**src/rtl/retskip_pkg.sv**
```systemverilog
package retskip_pkg;

    localparam int unsigned OPC_W   = 12;
    localparam int unsigned NIB_W   = 4;
    localparam int unsigned ADDR_W  = 8;
    localparam int unsigned STEP_W  = 8;
    localparam logic [OPC_W-1:0] OPC_RETSKIP = 12'hFDE;

    typedef enum logic [3:0] {
        ST_IDLE,
        ST_DECODE,
        ST_RD0,
        ST_RD1,
        ST_RD2,
        ST_LAST,
        ST_SKIP,
        ST_HOLD,
        ST_FIN
    } rs_state_e;

    typedef struct packed {
        logic       take;
        logic       rd;
        logic [1:0] rd_off;
        logic       cap_lo;
        logic       cap_hi;
        logic       cap_pg;
        logic       sp_adv;
        logic       skip;
    } rs_ctl_t;

endpackage

```
**src/rtl/retskip_ctrl.sv**
```systemverilog
module retskip_ctrl
    import retskip_pkg::*;
#(
    parameter int unsigned LATENCY = 12
) (
    input  logic                 clk,
    input  logic                 rst_n,
    input  logic                 start_i,
    input  logic [OPC_W-1:0]     opcode_i,
    output rs_ctl_t              ctl_o,
    output logic                 busy_o,
    output logic                 done_o
);

    localparam int unsigned HOLD_CYC = LATENCY - 7;
    localparam int unsigned CW       = $clog2(LATENCY);

    rs_state_e       state_q, state_d;
    logic [CW-1:0]   cnt_q;
    logic            accept;

    assign accept = (state_q == ST_IDLE) && start_i && (opcode_i == OPC_RETSKIP);

    always_ff @(posedge clk or negedge rst_n) begin
        if (!rst_n) state_q <= ST_IDLE;
        else        state_q <= state_d;
    end

    always_ff @(posedge clk or negedge rst_n) begin
        if (!rst_n)                  cnt_q <= '0;
        else if (state_q != ST_HOLD) cnt_q <= '0;
        else                         cnt_q <= cnt_q + 1'b1;
    end

    always_comb begin
        state_d = state_q;
        unique case (state_q)
            ST_IDLE:   if (accept) state_d = ST_DECODE;
            ST_DECODE: state_d = ST_RD0;
            ST_RD0:    state_d = ST_RD1;
            ST_RD1:    state_d = ST_RD2;
            ST_RD2:    state_d = ST_LAST;
            ST_LAST:   state_d = ST_SKIP;
            ST_SKIP:   state_d = ST_HOLD;
            ST_HOLD:   if (cnt_q == CW'(HOLD_CYC - 1)) state_d = ST_FIN;
            ST_FIN:    state_d = ST_IDLE;
            default:   state_d = ST_IDLE;
        endcase
    end

    always_comb begin
        ctl_o      = '0;
        ctl_o.take = accept;
        unique case (state_q)
            ST_RD0:  begin ctl_o.rd = 1'b1; ctl_o.rd_off = 2'd0; end
            ST_RD1:  begin ctl_o.rd = 1'b1; ctl_o.rd_off = 2'd1; ctl_o.cap_lo = 1'b1; end
            ST_RD2:  begin ctl_o.rd = 1'b1; ctl_o.rd_off = 2'd2; ctl_o.cap_hi = 1'b1; end
            ST_LAST: begin ctl_o.cap_pg = 1'b1; ctl_o.sp_adv = 1'b1; end
            ST_SKIP: ctl_o.skip = 1'b1;
            default: ;
        endcase
        busy_o = (state_q != ST_IDLE);
        done_o = (state_q == ST_FIN);
    end


    done_busy_chk: assert property (@(posedge clk) disable iff (!rst_n)
        done_o |-> busy_o);

    done_single_chk: assert property (@(posedge clk) disable iff (!rst_n)
        done_o |=> (!done_o && !busy_o));

    start_busy_chk: assert property (@(posedge clk) disable iff (!rst_n)
        (!busy_o && start_i && opcode_i == OPC_RETSKIP) |=> busy_o);

    bad_op_chk: assert property (@(posedge clk) disable iff (!rst_n)
        (!busy_o && start_i && opcode_i != OPC_RETSKIP) |=> !busy_o);

    rd_in_busy_chk: assert property (@(posedge clk) disable iff (!rst_n)
        ctl_o.rd |-> busy_o);

endmodule

```
**src/rtl/retskip_spunit.sv**
```systemverilog
module retskip_spunit
    import retskip_pkg::*;
(
    input  logic              clk,
    input  logic              rst_n,
    input  rs_ctl_t           ctl_i,
    input  logic [ADDR_W-1:0] sp_i,
    output logic              mem_rd_o,
    output logic [ADDR_W-1:0] mem_addr_o,
    output logic [ADDR_W-1:0] sp_o
);

    logic [ADDR_W-1:0] sp_q;

    always_ff @(posedge clk or negedge rst_n) begin
        if (!rst_n)            sp_q <= '0;
        else if (ctl_i.take)   sp_q <= sp_i;
        else if (ctl_i.sp_adv) sp_q <= sp_q + ADDR_W'(3);
    end

    always_comb begin
        mem_rd_o   = ctl_i.rd;
        mem_addr_o = sp_q + ADDR_W'(ctl_i.rd_off);
        sp_o       = sp_q;
    end


    addr_step_chk: assert property (@(posedge clk) disable iff (!rst_n)
        (mem_rd_o && $past(mem_rd_o)) |-> (mem_addr_o == $past(mem_addr_o) + 8'd1));

endmodule

```
**src/rtl/retskip_pcreg.sv**
```systemverilog
module retskip_pcreg
    import retskip_pkg::*;
(
    input  logic              clk,
    input  logic              rst_n,
    input  rs_ctl_t           ctl_i,
    input  logic              busy_i,
    input  logic [NIB_W-1:0]  rdata_i,
    input  logic [3:0]        flags_i,
    output logic [NIB_W-1:0]  page_o,
    output logic [STEP_W-1:0] step_o,
    output logic [3:0]        flags_o
);

    logic [NIB_W-1:0]  page_q;
    logic [STEP_W-1:0] step_q;
    logic [3:0]        flags_q;

    always_ff @(posedge clk or negedge rst_n) begin
        if (!rst_n) begin
            step_q <= '0;
        end else if (ctl_i.cap_lo) begin
            step_q[NIB_W-1:0] <= rdata_i;
        end else if (ctl_i.cap_hi) begin
            step_q[STEP_W-1:NIB_W] <= rdata_i;
        end else if (ctl_i.skip) begin
            step_q <= step_q + 1'b1;
        end
    end

    always_ff @(posedge clk or negedge rst_n) begin
        if (!rst_n)            page_q <= '0;
        else if (ctl_i.cap_pg) page_q <= rdata_i;
    end

    always_ff @(posedge clk or negedge rst_n) begin
        if (!rst_n)          flags_q <= '0;
        else if (ctl_i.take) flags_q <= flags_i;
    end

    assign page_o  = page_q;
    assign step_o  = step_q;
    assign flags_o = flags_q;


    flags_hold_chk: assert property (@(posedge clk) disable iff (!rst_n)
        (busy_i && $past(busy_i)) |-> $stable(flags_o));

    skip_page_chk: assert property (@(posedge clk) disable iff (!rst_n)
        ctl_i.skip |=> (page_o == $past(page_o)));

endmodule

```
**src/rtl/retskip_seq.sv**
```systemverilog
module retskip_seq
    import retskip_pkg::*;
#(
    parameter int unsigned LATENCY = 12
) (
    input  logic        clk,
    input  logic        rst_n,
    input  logic        start_i,
    input  logic [11:0] opcode_i,
    input  logic [7:0]  sp_i,
    input  logic [3:0]  flags_i,
    output logic        mem_rd_o,
    output logic [7:0]  mem_addr_o,
    input  logic [3:0]  mem_rdata_i,
    output logic        busy_o,
    output logic        done_o,
    output logic [7:0]  sp_o,
    output logic [3:0]  page_o,
    output logic [7:0]  step_o,
    output logic [3:0]  flags_o
);

    rs_ctl_t ctl;

    retskip_ctrl #(.LATENCY(LATENCY)) u_ctrl (
        .clk      (clk),
        .rst_n    (rst_n),
        .start_i  (start_i),
        .opcode_i (opcode_i),
        .ctl_o    (ctl),
        .busy_o   (busy_o),
        .done_o   (done_o)
    );

    retskip_spunit u_sp (
        .clk        (clk),
        .rst_n      (rst_n),
        .ctl_i      (ctl),
        .sp_i       (sp_i),
        .mem_rd_o   (mem_rd_o),
        .mem_addr_o (mem_addr_o),
        .sp_o       (sp_o)
    );

    retskip_pcreg u_pc (
        .clk     (clk),
        .rst_n   (rst_n),
        .ctl_i   (ctl),
        .busy_i  (busy_o),
        .rdata_i (mem_rdata_i),
        .flags_i (flags_i),
        .page_o  (page_o),
        .step_o  (step_o),
        .flags_o (flags_o)
    );

endmodule

```
**config.mk**
```make
export PLATFORM = sky130hd
export DESIGN_NAME = retskip_seq
export DESIGN_NICKNAME = d
export VERILOG_FILES = /design/src/rtl/retskip_pkg.sv /design/src/rtl/retskip_ctrl.sv /design/src/rtl/retskip_spunit.sv /design/src/rtl/retskip_pcreg.sv /design/src/rtl/retskip_seq.sv
export SDC_FILE = /design/constraint.sdc
export NUM_CORES = 1
export LEC_CHECK = 0
export BUFFER_PORTS_ARGS = -buffer_cell sky130_fd_sc_hd__buf_2
export CORE_MARGIN = 2
export CORE_UTILIZATION = 35
export DETAILED_ROUTE_END_ITERATION = 6
export GPL_TIMING_DRIVEN = 0
export PLACE_DENSITY = 0.57
export SYNTH_ARGS = -nofsm -noshare
export SYNTH_HDL_FRONTEND = slang
export SYNTH_SLANG_ARGS = --single-unit
```
**constraint.sdc**
```tcl
create_clock -name clk -period 7.83 [get_ports clk]
set_clock_uncertainty 0.1 [all_clocks]
set_input_delay 2.349 -clock clk [delete_from_list [all_inputs] [get_ports clk]]
set_output_delay 2.349 -clock clk [all_outputs]
set_load 0.02 [all_outputs]
```
After elaboration in Yosys (flattened, before gate mapping) --
Index checks and enable logic that the tools add are counted.
Word-level totals: register bits after elaboration 32, logic and storage cells 51, input port bits 31, output and inout port bits 35
Operators by class: equality and inequality tests 14, muxes and demuxes 15, reductions and logical operators 10, add/sub/neg operators 4, bitwise gates (word level) 1
Operator list (count):
- case mux 4 bit (8 select lines) | 1
- 2-to-1 mux 4 bit | 6
- 2-to-1 mux 8 bit | 3
- equality test 4 x 3 -> 1 bit, second input constant | 5
- equality test 12 bit, second input constant | 1
- case mux 3 bit (3 select lines) | 1
- adder 8 x 1 -> 8 bit, second input constant | 1
- adder 8 x 2 -> 8 bit | 1
- adder 8 x 2 -> 8 bit, second input constant | 1
- equality test 4 x 2 -> 1 bit, second input constant | 2
- inequality test 2 x 1 -> 1 bit, second input constant | 3
- AND reduction 2 bit | 3
- nonzero test 2 bit | 3
- adder 4 x 1 -> 4 bit, second input constant | 1
- equality test 4 x 1 -> 1 bit, second input constant | 1
- equality test 4 bit, second input constant | 1
- logical NOT 4 bit | 1
- inequality test 4 x 3 -> 1 bit, second input constant | 1
- nonzero test 4 bit | 1
- 2-to-1 mux 1 bit | 3
- logical AND 1 bit | 2
- 2-to-1 mux 2 bit | 1
- inverter 1 bit | 1

Logic depth before layout (Yosys ltp) --
Gate-level depths: netlist of the first run.
depth after elaboration 5, depth in mapped cells 8, gate-level depth less buffers 7

By module --
From an unflattened synthesis of the first run, not the netlist that was laid out.
Second synthesis, totals: cells, all modules 206, area, all modules 1978.1 um2
Modules (own cells, without submodules):
- retskip_pcreg | area each 822.0 um2, times used 1, cells each 78, seq. area each 400.4 um2
- retskip_spunit | area each 640.6 um2, times used 1, cells each 73, seq. area each 200.2 um2
- retskip_ctrl | area each 515.5 um2, times used 1, cells each 55, seq. area each 200.2 um2

Least setup slack after synthesis of the first run --
No wires, ideal clock.
path kind register to output, from register u_ctrl.state_q[0], to output mem_addr_o[6], data arrival time 2012 ps, stages on the path, launching flop included 9, buffers on the path 1, data required time 5381 ps, slack 3369 ps, path through dfrtp_1 buf_1 nand4bb_1 inv_1 ha_1 fa_1 nand3_1 nor2_1 xnor2_1
Between the ends: word-level cells in the longest chain between the ends 3, elaborated cells between the ends (all ways) 5, those cells by class add/sub: 1; eq/ne: 3; mux: 1
Ends and longest elaborated chain:
- from (decl) | line retskip_ctrl.sv:18 | rs_state_e state_q, state_d;
- from (signal assigned) | line retskip_ctrl.sv:26 | else state_q <= state_d;
- equality test 4 x 3 -> 1 bit / equality test 4 x 2 -> 1 bit (equally long branches) | line retskip_ctrl.sv:54 | unique case (state_q)
- case mux 3 bit (3 select lines) * | line retskip_ctrl.sv:54
- adder 8 x 2 -> 8 bit * | line retskip_spunit.sv:23 | mem_addr_o = sp_q + ADDR_W'(ctl_i.rd_off);
- to (decl) | line retskip_seq.sv:13 | output logic [7:0] mem_addr_o,
Every way passes the cells marked *; elsewhere a longest branch is shown, timed or not.

Worst setup path in the final report of the first run --
Ends and elaborated chain as after synthesis.

==> results of run 1 <==
layout by cell type, fill, tap and decap left out, drive strengths merged, types with 2 or more instances in the layout:
cell type  count
buf           71
dfrtp         32
nor2          22
xnor2          8
clkinv         2
mux2          10
mux2i          4
a21oi          7
ha             6
o22ai          3
nor3           7
or2            2
o21ai          7
clkbuf        10
nand4          3
inv           11
xor2           9
nand2         25
nand3b         2
nand3          6
nand4bb        3
logic make-up (layout without fill, tap and decap cells):
kind of cell / count (synthesis) / count (layout) / synth area share [%]
fa+ha+maj: 7 / 7 / 4.98
xor+xnor: 17 / 17 / 7.80
flops: 32 / 32 / 42.0
mux: 14 / 14 / 9.77
buf+inv: 21 / 94 / 5.05
simple gates: 79 / 79 / 21.4
compound gates: 27 / 27 / 8.98
final cells by class:
class	instances	share of cell area, %
Tap cell	70	3.63
Clock inverter	2	0.415
Buffer	10	2.28
Multi-Input combinational cell	144	41.9
Sequential cell	32	33.2
Inverter	11	1.71
Clock buffer	6	3.42
Timing Repair Buffer	65	13.5
where the power goes:
| part | switching, mW | internal, mW |
|---|---|---|
| combinational | 0.313 | 0.208 |
| clock | 0.0614 | 0.0701 |
| sequential | 0.0571 | 0.227 |
| total | 0.432 | 0.505 |
stage by stage:
stage	worst slack, ps	area [um2]	power [mW]	std cells
floorplan	3370	1910	0.664	197
global placement	3210	2320	0.808	332
detailed placement	3160	2320	0.813	332
CTS	2860	2410	0.949	340
global route	2600	2410	1.02	340
finish	2910	2410	0.937	340
state kept, by name, summed over array words and instances, names as in the netlist:
signal	cells
u_ctrl.cnt_q	4
u_ctrl.state_q	4
u_pc.flags_o	4
u_pc.page_o	4
u_pc.step_o	8
u_sp.sp_o	8
metal layers:
layer  part of all wire [%]  GRT usage (%)  vias to the layer above
li1                       -              -                      816
met1                     47           19.9                      761
met2                     45           23.5                       51
met3                    6.4           4.42                        5
met4                    1.1           5.36                        0
met5                      0              0                        -
final timing paths:
kind / start / end / slack (ps) / cells after the start
max: u_ctrl.state_q[0] / mem_addr_o[6] / 2910 / 9
min: u_pc.page_o[1] / u_pc.page_o[1] / 380 / 2
max reg2reg: u_ctrl.state_q[0] / u_sp.sp_o[1] / 5710 / 4
min reg2reg: u_pc.page_o[1] / u_pc.page_o[1] / 380 / 2
max in group asynchronous: rst_n / u_ctrl.cnt_q[2] / 5120 / 1
min in group asynchronous: rst_n / u_sp.sp_o[3] / 2020 / 1
synth_stat cells (4+ instances only):
| cell | number |
|---|---|
| dfrtp_1 | 32 |
| nand2_1 | 25 |
| nor2_1 | 21 |
| inv_1 | 11 |
| mux2_4 | 9 |
| xor2_1 | 9 |
| xnor2_1 | 8 |
| a21oi_1 | 7 |
| o21ai_0 | 7 |
| ha_1 | 6 |
| nand3_1 | 6 |
| nor3_1 | 6 |
| clkbuf_1 | 4 |
| mux2i_1 | 4 |
critical path, cell delays in order (launching register included):
cell,delay (ps)
dfrtp_1,380
buf_1,350
nand4bb_1,280
inv_1,190
ha_1,220
fa_1,250
nand3_1,80
nor2_1,120
xnor2_1,130
buf_2,180
==> impl_metrics.py, run 1 <==
metrics = {
    "synthesis": {
        "yosys.area.top_type": "dfrtp_1",
        "synth_top_area_share_pct": 42.0,
        "synthFlopType": "dfrtp_1",
        "async_flop_share_pct": 100,
        "synth_nets": 235,
        "synth_cell_types": 46,
        "synth_edf_count": 0,
        "synth_area_um2": 1910,
        "postSynthAreaPerCell_um2": 9.69,
        "synthCells": 197,
        "yosys-top-cells-area": "dfrtp_1 (42%), mux2_4 (7.1%), nand2_1 (4.9%)",
        "yosysSeqAreaShare_pct": 42.0,
        "synth-seq-cells": 32,
        "yosys_warnings": 0,
    },
    "clocking": {
        "clock_path_buffers": 2,
        "cts.sinks": 32,
        "clk_latency_ps": 280,
        "cts_max_level": 2,
        "numCtsBuffers": 5,
        "post_cts_buffers": 0,
        "cts_tree": "yes",
        "clkTransAtPathRegs_ps": 70,
        "post_cts_resized": 0,
        "cts_hold_buf": 0,
        "root_buffer": "clkbuf_8",
    },
    "critical_path": {
        "worstPathArrival_ps": 2470,
        "setup.worst_path.end_class": "output port",
        "critPathMaxFanout": 10,
        "path_class": "reg2out",
        "required_ps": 5380,
        "start_kind": "flip-flop",
    },
    "timing": {
        "finalMaxSlewViolations": 0,
        "finalSetupViolCount": 0,
        "max_freq_mhz": 203,
        "fin_setup_tns_ps": 0,
        "min_period_over_period_pct": 62.9,
        "hold_viol_final": 0,
        "holdWs_ps": 376,
        "period_needed_ps": 4920,
        "slew_headroom_pct": 46.1,
        "grt_setup_unrepaired": "false",
        "tightestPinTransition_ps": 806,
    },
    "outcome": {
        "outcome": "finished clean",
    },
    "routing": {
        "avgViaCountPerCell": 4.80,
        "wire_per_inst_um": 12.5,
        "dr.pass1.iters": 4,
        "drc": 0,
        "drt_iter0_markers": 34,
        "wirelength_um": 4240,
        "drt.antenna.violating_nets": 0,
        "vias": 1633,
    },
    "die": {
        "coreArea_um2": 5170,
        "start_util_pct": 36.9,
        "rows": 26,
        "die_y_um": 77.8,
        "dieArea_um2": 6060,
        "dieWidth_um": 77.8,
        "ioPinCount": 66,
    },
    "layout": {
        "antenna_cells": 0,
        "multi_input_area_um2": 1010,
        "finish.utilization_pct": 46.7,
        "drive_gt1_share_pct": 35.2,
        "num-fill-cells": 504,
        "area_growth_pct": 26.5,
        "regArea_um2": 801,
        "layout.nets": 307,
    },
    "global_route": {
        "grt_max_degree": 33,
        "gr-total-overflow": 0,
        "grt_usage_pct": 15.1,
        "antenna_found_initial": 0,
        "grt_pass1_vias": 1637,
        "grt_first_pass_wirelength_um": 7320,
    },
    "power_and_ir_drop": {
        "p_leak_nw": 1.27,
        "vdd_drop_max_uv": 117,
        "power_density_nw_per_um2": 388,
    },
    "min_path": {
        "holdCritPathClass": "reg2reg",
    },
    "placed_design": {
        "dp_hpwl_um": 3200,
        "place_congestion": 0.805,
        "io_buffers": 65,
    },
    "run": {
        "cap_violations": 0,
    },
}
Note: power is estimated with default switching activity, not from simulation.
==> run 2, diff against run 1 <==
- ABC_AREA: not set -> 1
- PLACE_DENSITY: 0.57 -> 0.59
- clock period: 7.83 -> 4.1 ns (I/O delays scaled with it)
==> impl_metrics.py, run 2 <==
metrics = {
    "critical_path": {
        "worstPathArrival_ps": 2340,
        "slowest_stage": "dfrtp_1",
        "cpLargestDelayFamily": "simple AND/OR/NAND/NOR gates",
        "crit_buf_inv": 2,
        "required_ps": 2770,
        "crit_chain": "nor2_1 -> inv_1 -> nor2_4 -> ha_1 -> fa_1 -> nand2_1 -> nor3_1 -> xor2_1 -> buf_2",
        "setup.worst_path.end_class": "output port",
        "start_kind": "flip-flop",
        "path_class": "reg2out",
        "critPathMaxFanout": 5,
        "critPathMaxStageDelay_ps": 420,
    },
    "synthesis": {
        "yosysSeqAreaShare_pct": 39.1,
        "synth_compound_area_share_pct": 5.31,
        "synthMuxAreaShare_pct": 0,
        "synth_edf_count": 0,
        "synth_area_um2": 2050,
        "yosys.area.top_type": "dfrtp_1",
        "synth-xor-area-share_pct": 5.99,
        "synthCells": 274,
        "yosysMostFrequentCell": "nand2_1",
        "synth_top_area_share_pct": 39.1,
        "synth_cell_types": 31,
        "yosys-top-cells-area": "dfrtp_1 (39%), nand2_1 (14%), nand3_1 (6.6%)",
        "synth-seq-cells": 32,
        "postSynthAreaPerCell_um2": 7.48,
        "synth_nets": 312,
        "yosys.area_share.simple_pct": 35.9,
        "yosys_warnings": 0,
        "synth_top_family_by_area": "simple AND/OR/NAND/NOR gates",
        "synthFlopType": "dfrtp_1",
        "synth_common_cells": "nand2_1 (75), nor2_1 (35), inv_1 (34), dfrtp_1 (32), nand3_1 (27)",
        "async_flop_share_pct": 100,
        "synth_fa_ha_area_share_pct": 4.64,
    },
    "layout": {
        "antenna_cells": 0,
        "num-fill-cells": 603,
        "final_cell_mix": "nand2_1 (75), buf_2 (66), nor2_1 (35)",
        "area_growth_pct": 24.8,
        "regArea_um2": 801,
        "layout.nets": 384,
        "drive_gt1_share_pct": 26.5,
        "multi_input_area_um2": 1060,
        "final_common_cell": "nand2_1",
    },
    "timing": {
        "tightestPinTransition_ps": 733,
        "grt_setup_unrepaired": "false",
        "finalMaxSlewViolations": 0,
        "period_needed_ps": 3670,
        "slew_headroom_pct": 51.2,
        "min_period_over_period_pct": 89.6,
        "max_freq_mhz": 272,
        "fin_setup_tns_ps": 0,
        "hold_viol_final": 0,
        "finalSetupViolCount": 0,
        "fin_ws_ps": 426,
    },
    "clocking": {
        "cts_tree": "yes",
        "cts_max_level": 2,
        "cts.sinks": 32,
        "cts_hold_buf": 0,
        "post_cts_resized": 0,
        "post_cts_buffers": 0,
        "root_buffer": "clkbuf_8",
        "numCtsBuffers": 5,
        "clock_path_buffers": 2,
        "clk_latency_ps": 280,
        "clkTransAtPathRegs_ps": 70,
    },
    "global_route": {
        "antenna_found_initial": 0,
        "gr-total-overflow": 0,
        "grt_first_pass_wirelength_um": 8160,
        "grt_pass1_vias": 1752,
        "grt_max_degree": 33,
        "grt_usage_pct": 16.1,
    },
    "min_path": {
        "holdCritPathClass": "reg2reg",
    },
    "power_and_ir_drop": {
        "p_leak_nw": 1.42,
        "vdd_drop_max_uv": 355,
        "total_power_mw": 1.75,
        "power_density_nw_per_um2": 686,
    },
    "routing": {
        "avgViaCountPerCell": 4.61,
        "drt.antenna.violating_nets": 0,
        "wire_per_inst_um": 11.4,
        "drc": 0,
        "wirelength_um": 4790,
        "dr.pass1.iters": 4,
        "drt_iter0_markers": 102,
        "vias": 1933,
    },
    "placed_design": {
        "place_ws_ps": 719,
        "io_buffers": 65,
        "place_congestion": 0.781,
        "dp_hpwl_um": 3760,
    },
    "die": {
        "dieArea_um2": 6480,
        "start_util_pct": 36.7,
        "rows": 27,
        "dieWidth_um": 80.5,
        "ioPinCount": 66,
        "die_y_um": 80.5,
        "coreArea_um2": 5570,
    },
    "run": {
        "cap_violations": 0,
    },
    "outcome": {
        "outcome": "finished clean",
    },
}
## run 2: cell types whose count changed in the layout (fill, tap and decap cells not counted), moves of 5 or more
| cell | before | now |
|---|---|---|
| nor2_1 | 21 | 35 |
| nand3_1 | 6 | 27 |
| inv_1 | 11 | 34 |
| mux2_4 | 9 | 0 |
| nand2_1 | 25 | 75 |
| xnor2_1 | 8 | 3 |
| nor3_1 | 6 | 1 |
## run 2: final cells by class
class                   instances  area share, %
plain buffers                   5           1.81
clock buffers                   6           3.23
clock inverters                 2          0.392
inverters                      37           5.43
multi-input cells             200           41.6
flip-flops and latches         32           31.3
well taps                      72           3.52
repair buffers                 65           12.7
## run 2: kinds of logic (layout without fill, tap and decap cells)
group,after synthesis,count (layout)
AOI/OAI and AO/OA,19,19
adders and majority gates,7,7
buffers and inverters,42,115
DFF,32,32
xor gates and xnor gates,14,14
and+or+nand+nor,160,160
## run 2: report_power, final
group / total (mW) / switching, mW / internal, mW
sequential: 0.557 / 0.128 / 0.428
combinational: 0.940 / 0.606 / 0.334
clock: 0.256 / 0.122 / 0.134
total: 1.75 / 0.856 / 0.897
## run 2: path summary, 6_finish.rpt
kind / from / end / slack (ps) / cells past startpoint
hold / removal: u_pc.page_o[3] / u_pc.page_o[3] / 380 / 2
hold reg to reg: u_pc.page_o[3] / u_pc.page_o[3] / 380 / 2
setup reg to reg: u_ctrl.state_q[1] / u_sp.sp_o[5] / 2500 / 9
setup / recovery: u_ctrl.state_q[3] / mem_addr_o[6] / 430 / 9
max in group asynchronous: rst_n / u_sp.sp_o[5] / 2530 / 1
min in group asynchronous: rst_n / u_pc.step_o[3] / 900 / 1
## run 2: routing by layer
metal | wire, um | vias to the layer above | GRT usage [%]
met2 | 2140 | 53 | 24.3
li1 | - | 1013 | -
met1 | 2310 | 861 | 22.7
met3 | 287 | 6 | 4.04
met5 | 0 | - | 0
met4 | 54 | 0 | 4.75
## run 2: metrics by stage
| step | cells | utilization (%) | hold slack (ps) | area (um2) |
|---|---|---|---|---|
| floorplan | 274 | - | 354 | 2050 |
| global placement | 411 | 44.2 | 365 | 2460 |
| detailed placement | 411 | 44.2 | 364 | 2460 |
| CTS | 419 | 45.9 | 385 | 2560 |
| global route | 419 | 45.9 | 403 | 2560 |
| finish | 419 | 45.9 | 377 | 2560 |
## run 2: worst reg2reg max path, cell delays in order, from the launching register on
cell and delay [ps]:
dfrtp_1 380, buf_6 140, inv_1 150, nand3_2 200, inv_2 210, nand3_1 90
nand2_1 90, nand2_1 50, nand2_1 50, inv_1 30
==> run 3, diff against run 2 <==
- CORE_UTILIZATION: 35 -> 46
- PLACE_DENSITY: 0.59 -> 0.74
- SETUP_SLACK_MARGIN: not set -> 0.2
==> impl_metrics.py, run 3 (same netlist as run 2, synthesis figures left out) <==
metrics = {
    "critical_path": {
        "path_class": "reg2out",
        "critPathMaxFanout": 5,
        "setup.worst_path.end_class": "output port",
        "worstPathArrival_ps": 2290,
        "required_ps": 2770,
        "start_kind": "flip-flop",
    },
    "layout": {
        "area_growth_pct": 23.5,
        "antenna_cells": 0,
        "num-fill-cells": 415,
        "final_cell_mix": "nand2_1 (75), buf_2 (66), nor2_1 (35)",
        "drive_gt1_share_pct": 25.9,
        "layout.nets": 384,
        "regArea_um2": 801,
        "final_common_cell": "nand2_1",
        "multi_input_area_um2": 1060,
        "finalNonFillerCells": 399,
        "finish.utilization_pct": 58.5,
    },
    "power_and_ir_drop": {
        "vdd_drop_max_uv": 267,
        "power_density_nw_per_um2": 687,
        "p_leak_nw": 1.41,
    },
    "routing": {
        "drt.antenna.violating_nets": 0,
        "dr.pass1.iters": 4,
        "drc": 0,
        "vias": 1947,
        "wire_per_inst_um": 11.3,
        "avgViaCountPerCell": 4.88,
        "drt_iter0_markers": 108,
        "wirelength_um": 4510,
    },
    "clocking": {
        "clk_latency_ps": 290,
        "clkTransAtPathRegs_ps": 60,
        "root_buffer": "clkbuf_8",
        "numCtsBuffers": 5,
        "cts_tree": "yes",
        "post_cts_buffers": 0,
        "post_cts_resized": 0,
        "cts_max_level": 2,
        "cts_hold_buf": 0,
        "clock_path_buffers": 2,
        "cts.sinks": 32,
    },
    "timing": {
        "holdWs_ps": 381,
        "grt_setup_unrepaired": "false",
        "finalMaxSlewViolations": 0,
        "hold_viol_final": 0,
        "finalSetupViolCount": 0,
        "period_needed_ps": 3620,
        "min_period_over_period_pct": 88.2,
        "fin_setup_tns_ps": 0,
        "tightestPinTransition_ps": 692,
        "slew_headroom_pct": 53.9,
        "max_freq_mhz": 277,
    },
    "die": {
        "dieArea_um2": 5000,
        "dieWidth_um": 70.7,
        "ioPinCount": 66,
        "start_util_pct": 47.4,
        "die_y_um": 70.7,
        "coreArea_um2": 4320,
        "rows": 24,
    },
    "global_route": {
        "grt_usage_pct": 19.4,
        "antenna_found_initial": 0,
        "grt_max_degree": 33,
        "grt_first_pass_wirelength_um": 7660,
        "gr-total-overflow": 0,
        "grt_pass1_vias": 1731,
    },
    "outcome": {
        "outcome": "finished clean",
    },
    "run": {
        "cap_violations": 0,
    },
    "placed_design": {
        "io_buffers": 65,
        "dp.cells": 391,
        "place_congestion": 0.812,
        "dp_hpwl_um": 3550,
    },
    "min_path": {
        "holdCritPathClass": "reg2reg",
    },
}
## run 3: cell count changes in the layout (fill, tap and decap cells not counted), sizes merged
cell,previous run,this run
clkbuf,8,10
clkinv,2,0
## run 3: final timing paths
check / to / depth (start not counted) / startpoint / slack [ps]
worst max-delay path: mem_addr_o[6] / 9 / u_ctrl.state_q[3] / 480
worst min-delay path: u_pc.page_o[3] / 2 / u_pc.page_o[3] / 380
worst max register to register: u_sp.sp_o[5] / 9 / u_ctrl.state_q[1] / 2540
worst min register to register: u_pc.page_o[3] / 2 / u_pc.page_o[3] / 380
max in group asynchronous: u_ctrl.cnt_q[1] / 1 / rst_n / 2570
min in group asynchronous: u_pc.page_o[2] / 1 / rst_n / 880
## run 3: worst max-delay path, cell delays in order (launching register included)
cell and delay, ps:
dfrtp_1 420, nor2_1 240, inv_1 120, nor2_4 140, ha_1 210, fa_1 220
nand2_1 70, nor3_1 210, xor2_1 170, buf_2 180
## run 3: cell type report
type,instances,area share (%)
Timing Repair Buffer,65,12.9
Clock buffer,8,3.56
Tap cell,52,2.57
Buffer,5,1.83
Multi-Input combinational cell,200,42.0
Inverter,37,5.49
Sequential cell,32,31.7
## run 3: per-stage QoR
step / setup WS, ps / cell area, um2 / power (mW)
5_1_grt: 316 / 2530 / 1.89
3_3_place_gp: 813 / 2440 / 1.47
3_5_place_dp: 791 / 2440 / 1.50
2_1_floorplan: 882 / 2050 / 1.23
4_1_cts: 473 / 2530 / 1.75
6_report: 485 / 2530 / 1.74
## run 3: power breakdown
| part | leakage (nW) | total (mW) | internal [mW] | switching (mW) |
|---|---|---|---|---|
| Clock | 0.0455 | 0.251 | 0.137 | 0.114 |
| Sequential | 0.402 | 0.554 | 0.429 | 0.125 |
| Combinational | 0.963 | 0.932 | 0.335 | 0.597 |
## run 3: routing by layer
layer  GRT usage (%)  part of all wire, %  vias up
met5               0                    0        -
met4            8.18                  1.8        0
met3            4.99                  6.0        7
met2            30.5                   46       48
met1            25.5                   46      876
li1                -                    -     1016
